--- config.mk ---
export PLATFORM = sky130hd
export DESIGN_NAME = gpcfg_bank
export DESIGN_NICKNAME = d
export VERILOG_FILES = /design/src/rtl/gpcfg_pkg.sv /design/src/rtl/gpcfg_decode.sv /design/src/rtl/gpcfg_pin.sv /design/src/rtl/gpcfg_bank.sv
export SDC_FILE = /design/constraint.sdc
export NUM_CORES = 2
export LEC_CHECK = 0
export ABC_CLOCK_PERIOD_IN_PS = 13900
export BUFFER_PORTS_ARGS = -buffer_cell sky130_fd_sc_hd__clkbuf_2
export CAP_MARGIN = 0
export CORE_ASPECT_RATIO = 0.9
export CORE_MARGIN = 5
export CORE_UTILIZATION = 45
export DETAILED_ROUTE_END_ITERATION = 10
export GPL_ROUTABILITY_DRIVEN = 0
export PLACE_DENSITY = 0.74
export SYNTH_ARGS = -nofsm -noshare
export SYNTH_HDL_FRONTEND = slang
export SYNTH_SLANG_ARGS = --single-unit
export TNS_END_PERCENT = 100
--- constraint.sdc ---
create_clock -name clk -period 13.9 [get_ports clk]
set_clock_uncertainty 0.2 [all_clocks]
set_input_delay 2.78 -clock clk [delete_from_list [all_inputs] [get_ports clk]]
set_output_delay 2.78 -clock clk [all_outputs]
set_load 0.02 [all_outputs]
--- src/rtl/gpcfg_pkg.sv ---
// Shared constants and types for the GPIO configuration register bank.
// Assumes byte addressing with 32-bit words; bit positions below are
// decoded by the neighbouring interrupt block and must not move.
package gpcfg_pkg;

    localparam int unsigned CFG_BASE  = 32'h100;
    localparam int unsigned CTL_ADDR  = 32'h7C;

    localparam int C1_OUT   = 31;
    localparam int C1_IN    = 30;
    localparam int C1_TRIG  = 4;
    localparam int C1_INV   = 3;
    localparam int C1_DIR   = 2;
    localparam int C1_USE   = 0;
    localparam int C2_NOSNS = 2;

    typedef struct packed {
        logic       out_lvl;
        logic       trig_lvl;
        logic       trig_inv;
        logic       dir_in;
        logic       use_gpio;
        logic       sense_off;
        logic [1:0] pull;
    } pin_cfg_t;

    typedef enum logic [2:0] {
        SEL_NONE,
        SEL_OWN,
        SEL_CTL,
        SEL_CFG1,
        SEL_CFG2
    } sel_e;

endpackage

--- src/rtl/gpcfg_decode.sv ---
// Address decoder: classifies a byte address into ownership word, control
// word, per-pin config word or nothing. Assumes word-aligned use; bits
// [1:0] are ignored. Pins at or beyond NUM_PINS decode to nothing.
module gpcfg_decode
    import gpcfg_pkg::*;
#(
    parameter int NUM_PINS  = 94,
    parameter int ADDR_W    = 12,
    parameter int OWN_WORDS = (NUM_PINS + 31) / 32,
    parameter int PIN_W     = (NUM_PINS > 1) ? $clog2(NUM_PINS) : 1,
    parameter int OWN_IW    = (OWN_WORDS > 1) ? $clog2(OWN_WORDS) : 1
) (
    input  logic [ADDR_W-1:0] addr,
    output sel_e              sel,
    output logic [PIN_W-1:0]  pin,
    output logic [OWN_IW-1:0] word
);

    logic [31:0] a32;
    logic [31:0] pofs;
    logic [31:0] pidx;
    logic        unused_lsb;

    assign a32        = 32'({addr[ADDR_W-1:2], 2'b00});
    assign pofs       = a32 - CFG_BASE;
    assign pidx       = pofs >> 3;
    assign unused_lsb = ^addr[1:0];

    // Classify the address into one register kind.
    always_comb begin
        sel  = SEL_NONE;
        pin  = '0;
        word = '0;
        if (a32 < 32'(OWN_WORDS * 4)) begin
            sel  = SEL_OWN;
            word = a32[2 +: OWN_IW];
        end else if (a32 == CTL_ADDR) begin
            sel = SEL_CTL;
        end else if (a32 >= CFG_BASE && pidx < 32'(NUM_PINS)) begin
            sel = pofs[2] ? SEL_CFG2 : SEL_CFG1;
            pin = pidx[PIN_W-1:0];
        end
    end

endmodule

--- src/rtl/gpcfg_pin.sv ---
// One pin's two configuration words, its input synchronizer and pad drive.
// Assumes wr1/wr2 are already qualified by address decode.
module gpcfg_pin
    import gpcfg_pkg::*;
(
    input  logic        clk,
    input  logic        rst_n,
    input  logic        wr1,
    input  logic        wr2,
    input  logic [31:0] wdata,
    input  logic        pad_in,
    output logic [31:0] rd1,
    output logic [31:0] rd2,
    output logic        pad_out,
    output logic        pad_oe
);

    pin_cfg_t   cfg;
    logic [1:0] sync_q;
    logic       sensed;
    logic       unused_wbits;

    assign unused_wbits = ^wdata[30:5];

    // Hold the configuration fields; the input level is never stored.
    always_ff @(posedge clk) begin
        if (!rst_n) begin
            cfg <= '{out_lvl: 1'b0, trig_lvl: 1'b0, trig_inv: 1'b0,
                     dir_in: 1'b1, use_gpio: 1'b0, sense_off: 1'b1,
                     pull: 2'b00};
        end else begin
            if (wr1) begin
                cfg.out_lvl  <= wdata[C1_OUT];
                cfg.trig_lvl <= wdata[C1_TRIG];
                cfg.trig_inv <= wdata[C1_INV];
                cfg.dir_in   <= wdata[C1_DIR];
                cfg.use_gpio <= wdata[C1_USE];
            end
            if (wr2) begin
                cfg.sense_off <= wdata[C2_NOSNS];
                cfg.pull      <= wdata[1:0];
            end
        end
    end

    // Two-flop synchronizer on the raw pad level.
    always_ff @(posedge clk) begin
        if (!rst_n) sync_q <= 2'b00;
        else        sync_q <= {sync_q[0], pad_in};
    end

    assign sensed = sync_q[1] & ~cfg.sense_off;

    // Assemble the read words from the stored fields.
    always_comb begin
        rd1          = '0;
        rd1[C1_OUT]  = cfg.out_lvl;
        rd1[C1_IN]   = sensed;
        rd1[C1_TRIG] = cfg.trig_lvl;
        rd1[C1_INV]  = cfg.trig_inv;
        rd1[C1_DIR]  = cfg.dir_in;
        rd1[C1_USE]  = cfg.use_gpio;
        rd2           = '0;
        rd2[C2_NOSNS] = cfg.sense_off;
        rd2[1:0]      = cfg.pull;
    end

    assign pad_oe  = cfg.use_gpio & ~cfg.dir_in;
    assign pad_out = pad_oe & cfg.out_lvl;

endmodule

--- src/rtl/gpcfg_bank.sv ---
// Top: GPIO configuration register bank. Holds the ownership bitmap, the
// interrupt line select and one gpcfg_pin per pin; reads are combinational.
// Assumes a single-cycle write strobe and word-aligned addresses.
module gpcfg_bank
    import gpcfg_pkg::*;
#(
    parameter int NUM_PINS = 94,
    parameter int ADDR_W   = 12,
    parameter logic [((NUM_PINS + 31) / 32) * 32 - 1:0] OWN_INIT = '1
) (
    input  logic                clk,
    input  logic                rst_n,
    input  logic                wr_en,
    input  logic [ADDR_W-1:0]   addr,
    input  logic [31:0]         wdata,
    output logic [31:0]         rdata,
    input  logic [NUM_PINS-1:0] pad_in,
    output logic [NUM_PINS-1:0] pad_out,
    output logic [NUM_PINS-1:0] pad_oe,
    output logic                irq_sel
);

    localparam int OWN_WORDS = (NUM_PINS + 31) / 32;
    localparam int PIN_W     = (NUM_PINS > 1) ? $clog2(NUM_PINS) : 1;
    localparam int OWN_IW    = (OWN_WORDS > 1) ? $clog2(OWN_WORDS) : 1;

    function automatic logic [31:0] own_mask(input int w);
        logic [31:0] m;
        for (int b = 0; b < 32; b++) m[b] = ((w * 32 + b) < NUM_PINS);
        return m;
    endfunction

    sel_e              sel;
    logic [PIN_W-1:0]  pin;
    logic [OWN_IW-1:0] word;
    logic [31:0]       own_q [OWN_WORDS];
    logic              ctl_q;
    logic [31:0]       rd1 [NUM_PINS];
    logic [31:0]       rd2 [NUM_PINS];

    gpcfg_decode #(
        .NUM_PINS(NUM_PINS), .ADDR_W(ADDR_W), .OWN_WORDS(OWN_WORDS),
        .PIN_W(PIN_W), .OWN_IW(OWN_IW)
    ) i_decode (
        .addr(addr), .sel(sel), .pin(pin), .word(word)
    );

    for (genvar p = 0; p < NUM_PINS; p++) begin : g_pin
        gpcfg_pin i_pin (
            .clk    (clk),
            .rst_n  (rst_n),
            .wr1    (wr_en && sel == SEL_CFG1 && pin == PIN_W'(p)),
            .wr2    (wr_en && sel == SEL_CFG2 && pin == PIN_W'(p)),
            .wdata  (wdata),
            .pad_in (pad_in[p]),
            .rd1    (rd1[p]),
            .rd2    (rd2[p]),
            .pad_out(pad_out[p]),
            .pad_oe (pad_oe[p])
        );
    end

    // Ownership bitmap words, preset from the parameter.
    for (genvar w = 0; w < OWN_WORDS; w++) begin : g_own
        always_ff @(posedge clk) begin
            if (!rst_n)
                own_q[w] <= OWN_INIT[w*32 +: 32] & own_mask(w);
            else if (wr_en && sel == SEL_OWN && word == OWN_IW'(w))
                own_q[w] <= wdata & own_mask(w);
        end
    end

    // Host interrupt line select.
    always_ff @(posedge clk) begin
        if (!rst_n)                        ctl_q <= 1'b0;
        else if (wr_en && sel == SEL_CTL)  ctl_q <= wdata[0];
    end

    assign irq_sel = ctl_q;

    // Read multiplexer.
    always_comb begin
        unique case (sel)
            SEL_OWN:  rdata = own_q[word];
            SEL_CTL:  rdata = {31'b0, ctl_q};
            SEL_CFG1: rdata = rd1[pin];
            SEL_CFG2: rdata = rd2[pin];
            default:  rdata = '0;
        endcase
    end

endmodule

==> impl_metrics.yaml <==
timing:
  grt_setup_unrepaired: "false"
  layout_setup_ws_ps: 2160
  worst_slew_pin_slew_ps: 1420
  finalCriticalPeriod_ps: 11740
  tns_ps: 0
  max_clock_freq_mhz: 85.2
  setup_viol: 0
  slew_viol_final: 0
  relSlewSlack: 0.0422
  hold_violations: 0
  period_share: 0.845
floorplan:
  die_w_um: 354
  die_area_mm2: 0.113
  ios: 362
  core_area_mm2: 0.106
  initial_utilization: 0.454
  die_y_um: 320
  rows: 113
cts:
  cts.clk_slew.worst_paths_ps: 60
  postCtsSetupRepairBufs: 0
  ctsResizeCount: 0
  cts_max_level: 3
  hold_buffers: 0
  cts_max_path_buffers: 3
  cts_tree: "yes"
  clk_latency_ps: 690
  cts_sinks: 1035
  cts_buffers: 103
  cts-root-buf: "clkbuf_16"
route:
  routed_wl_um: 163000
  wire_per_inst_um: 23.5
  drcViolationCount: 0
  ant_nets: 0
  dr.pass1.iters: 6
  via_count: 42605
  drt_first_iter_violations: 5934
  viasPerCell: 6.13
worst_setup_path:
  arrival_ps: 8760
  slowest_delay_ps: 1160
  critical-path-top-cell-by-count: "clkbuf_2"
  critical_path_class: "primary input to output port"
  cp_max_fo: 25
  crit_chain: "clkbuf_2 > inv_1 > ha_1 > nor2_1 > o221a_2 > nand4_1 > nand2b_1 > a31oi_1 > o41ai_1 > o311ai_1 > a2111oi_0 > buf_4 > a221o_1 > clkbuf_2"
  crit_path_end_kind: "output port"
  cpMaxStageDelayCell: "nand4_1"
  r2r_slack_ps: 12700
  start_kind: "primary input"
  critPathRequiredTime_ps: 10920
worst_hold_path:
  hold_class: "register to register"
cells_and_area:
  nFillCells: 9846
  drive_above_1_share: 0.131
  areaGrowthSynthToFinish_pct: 9.40
  fin_nets: 5614
placement:
  hpwl_um: 104000
  preCtsSetupSlack_ps: 2780
  io_buffers: 359
logic_synthesis:
  syn_area_mm2: 0.0480
  asyncSetResetFlopFracSynth: 0
  synth.most_common_cell: "dfxtp_1"
  syn_inst: 5615
  synth_edf_count: 94
  synth_fp_nets: 5759
  synth-seq-cells: 1035
  yosys_most_used_dff: "dfxtp_1"
  synth-warning-count: 0
  synth_common_cells: "941 x dfxtp_1, 762 x nand2_1, 617 x o21ai_0"
  synth.top_cell.area_share: 0.393
  synth_top_area_cell: "dfxtp_1"
  syn_avg_cell_area_um2: 8.54
  ys_seq_area_frac: 0.452
  synth.area.top_cells: "dfxtp_1 39%, a21boi_0 6.9%, o21ai_0 6.4%"
  synth_cell_types: 74
grt:
  grt_first_pass_wirelength_um: 246000
  antenna_found_initial: 10
  grt_pass1_vias: 39806
  gr-usage-all-layers: 0.274
  grt-ovfl-total: 0
  grt_max_degree: 354
pwr:
  power_density_mw_per_mm2: 120
  p_leak_nw: 18.2
  peakVddDrop_uv: 104
status:
  status: "finished, final reports clean"
job:
  cap_viol_max_count: 0
[layout make-up]
type | instances | area [um2] | area share
clock inverter | 37 | 464 | 0.00885
clock buffer | 154 | 3020 | 0.0575
antenna | 9 | 22.5 | 0.000429
multi-input combinational | 3852 | 22900 | 0.437
tap | 1380 | 1730 | 0.0329
timing repair buffer | 447 | 2540 | 0.0484
sequential | 1035 | 21700 | 0.413
inverter | 31 | 116 | 0.00222
[layer usage]
metal	wire, um	vias up	track usage	part of all wire
met4	7330	8	0.107	0.045
met2	70700	2706	0.416	0.43
met1	64300	20267	0.367	0.39
li1	-	19178	-	-
met3	20700	446	0.0831	0.13
met5	57	-	0.00167	0.00035
[critical path: cells and delay by family]
kind            cells  cell delay [ps]
buf+inv             4              870
simple gates        3             1870
fa+ha+maj           1              260
compound gates      6             2960
[registers in the layout, summed over array words and instances, names as in the netlist]
name / count
irq_sel: 1
g_pin.i_pin.rd2: 282
own_q: 94
g_pin.i_pin.rd1: 470
g_pin.i_pin.sync_q: 188
[final timing paths]
| check | startpoint | endpoint | depth (start not counted) |
|---|---|---|---|
| max | addr[8] | rdata[2] | 14 |
| min | g_pin[90].i_pin.sync_q[0] | g_pin[90].i_pin.sync_q[1] | 1 |
| max reg2reg | g_pin[69].i_pin.rd1[31] | g_pin[69].i_pin.rd1[31] | 2 |
| min reg2reg | g_pin[90].i_pin.sync_q[0] | g_pin[90].i_pin.sync_q[1] | 1 |
[metrics by stage]
step	utilization	hold WS, ps	std cells	instance area (um2)	power [W]
global route	0.497	240	6936	52400	0.00648
finish	0.497	223	6945	52500	0.00632
floorplan	-	212	5615	48000	0.00336
global placement	0.464	218	6745	49000	0.00350
CTS	0.497	217	6936	52400	0.00632
detailed placement	0.464	218	6745	49000	0.00350
[layout by cell type (no fill, tap or decap), drive strengths merged, types with 34 or more instances in the layout]
cell type | netlist | layout
o221ai | 120 | 120
nand2b | 41 | 41
nor2 | 272 | 272
a22oi | 55 | 55
o21ai | 619 | 619
edfxtp | 94 | 94
o22ai | 56 | 56
inv | 31 | 38
nand3 | 236 | 236
and2 | 285 | 285
or2 | 68 | 68
nand2 | 762 | 762
a21boi | 494 | 494
buf | 267 | 96
o22a | 120 | 120
nand3b | 34 | 34
nor2b | 185 | 185
dfxtp | 941 | 941
mux2i | 164 | 164
clkbuf | 430 | 505
a21oi | 75 | 75
[report_power, final]
group | total [W] | switching (W) | leakage [nW] | internal [W]
Combinational | 0.000388 | 0.000267 | 7.91 | 0.000121
Sequential | 0.00307 | 0.0000165 | 8.57 | 0.00305
Clock | 0.00287 | 0.00124 | 1.71 | 0.00163
Total | 0.00632 | 0.00153 | 18.2 | 0.00480
[kinds of logic after synthesis]
group           synth area share
compound gates             0.237
fa+ha+maj               0.000783
buf+inv                   0.0729
flops                      0.452
mux                       0.0361
simple gates               0.201
Power figures use the tool's default switching activity.
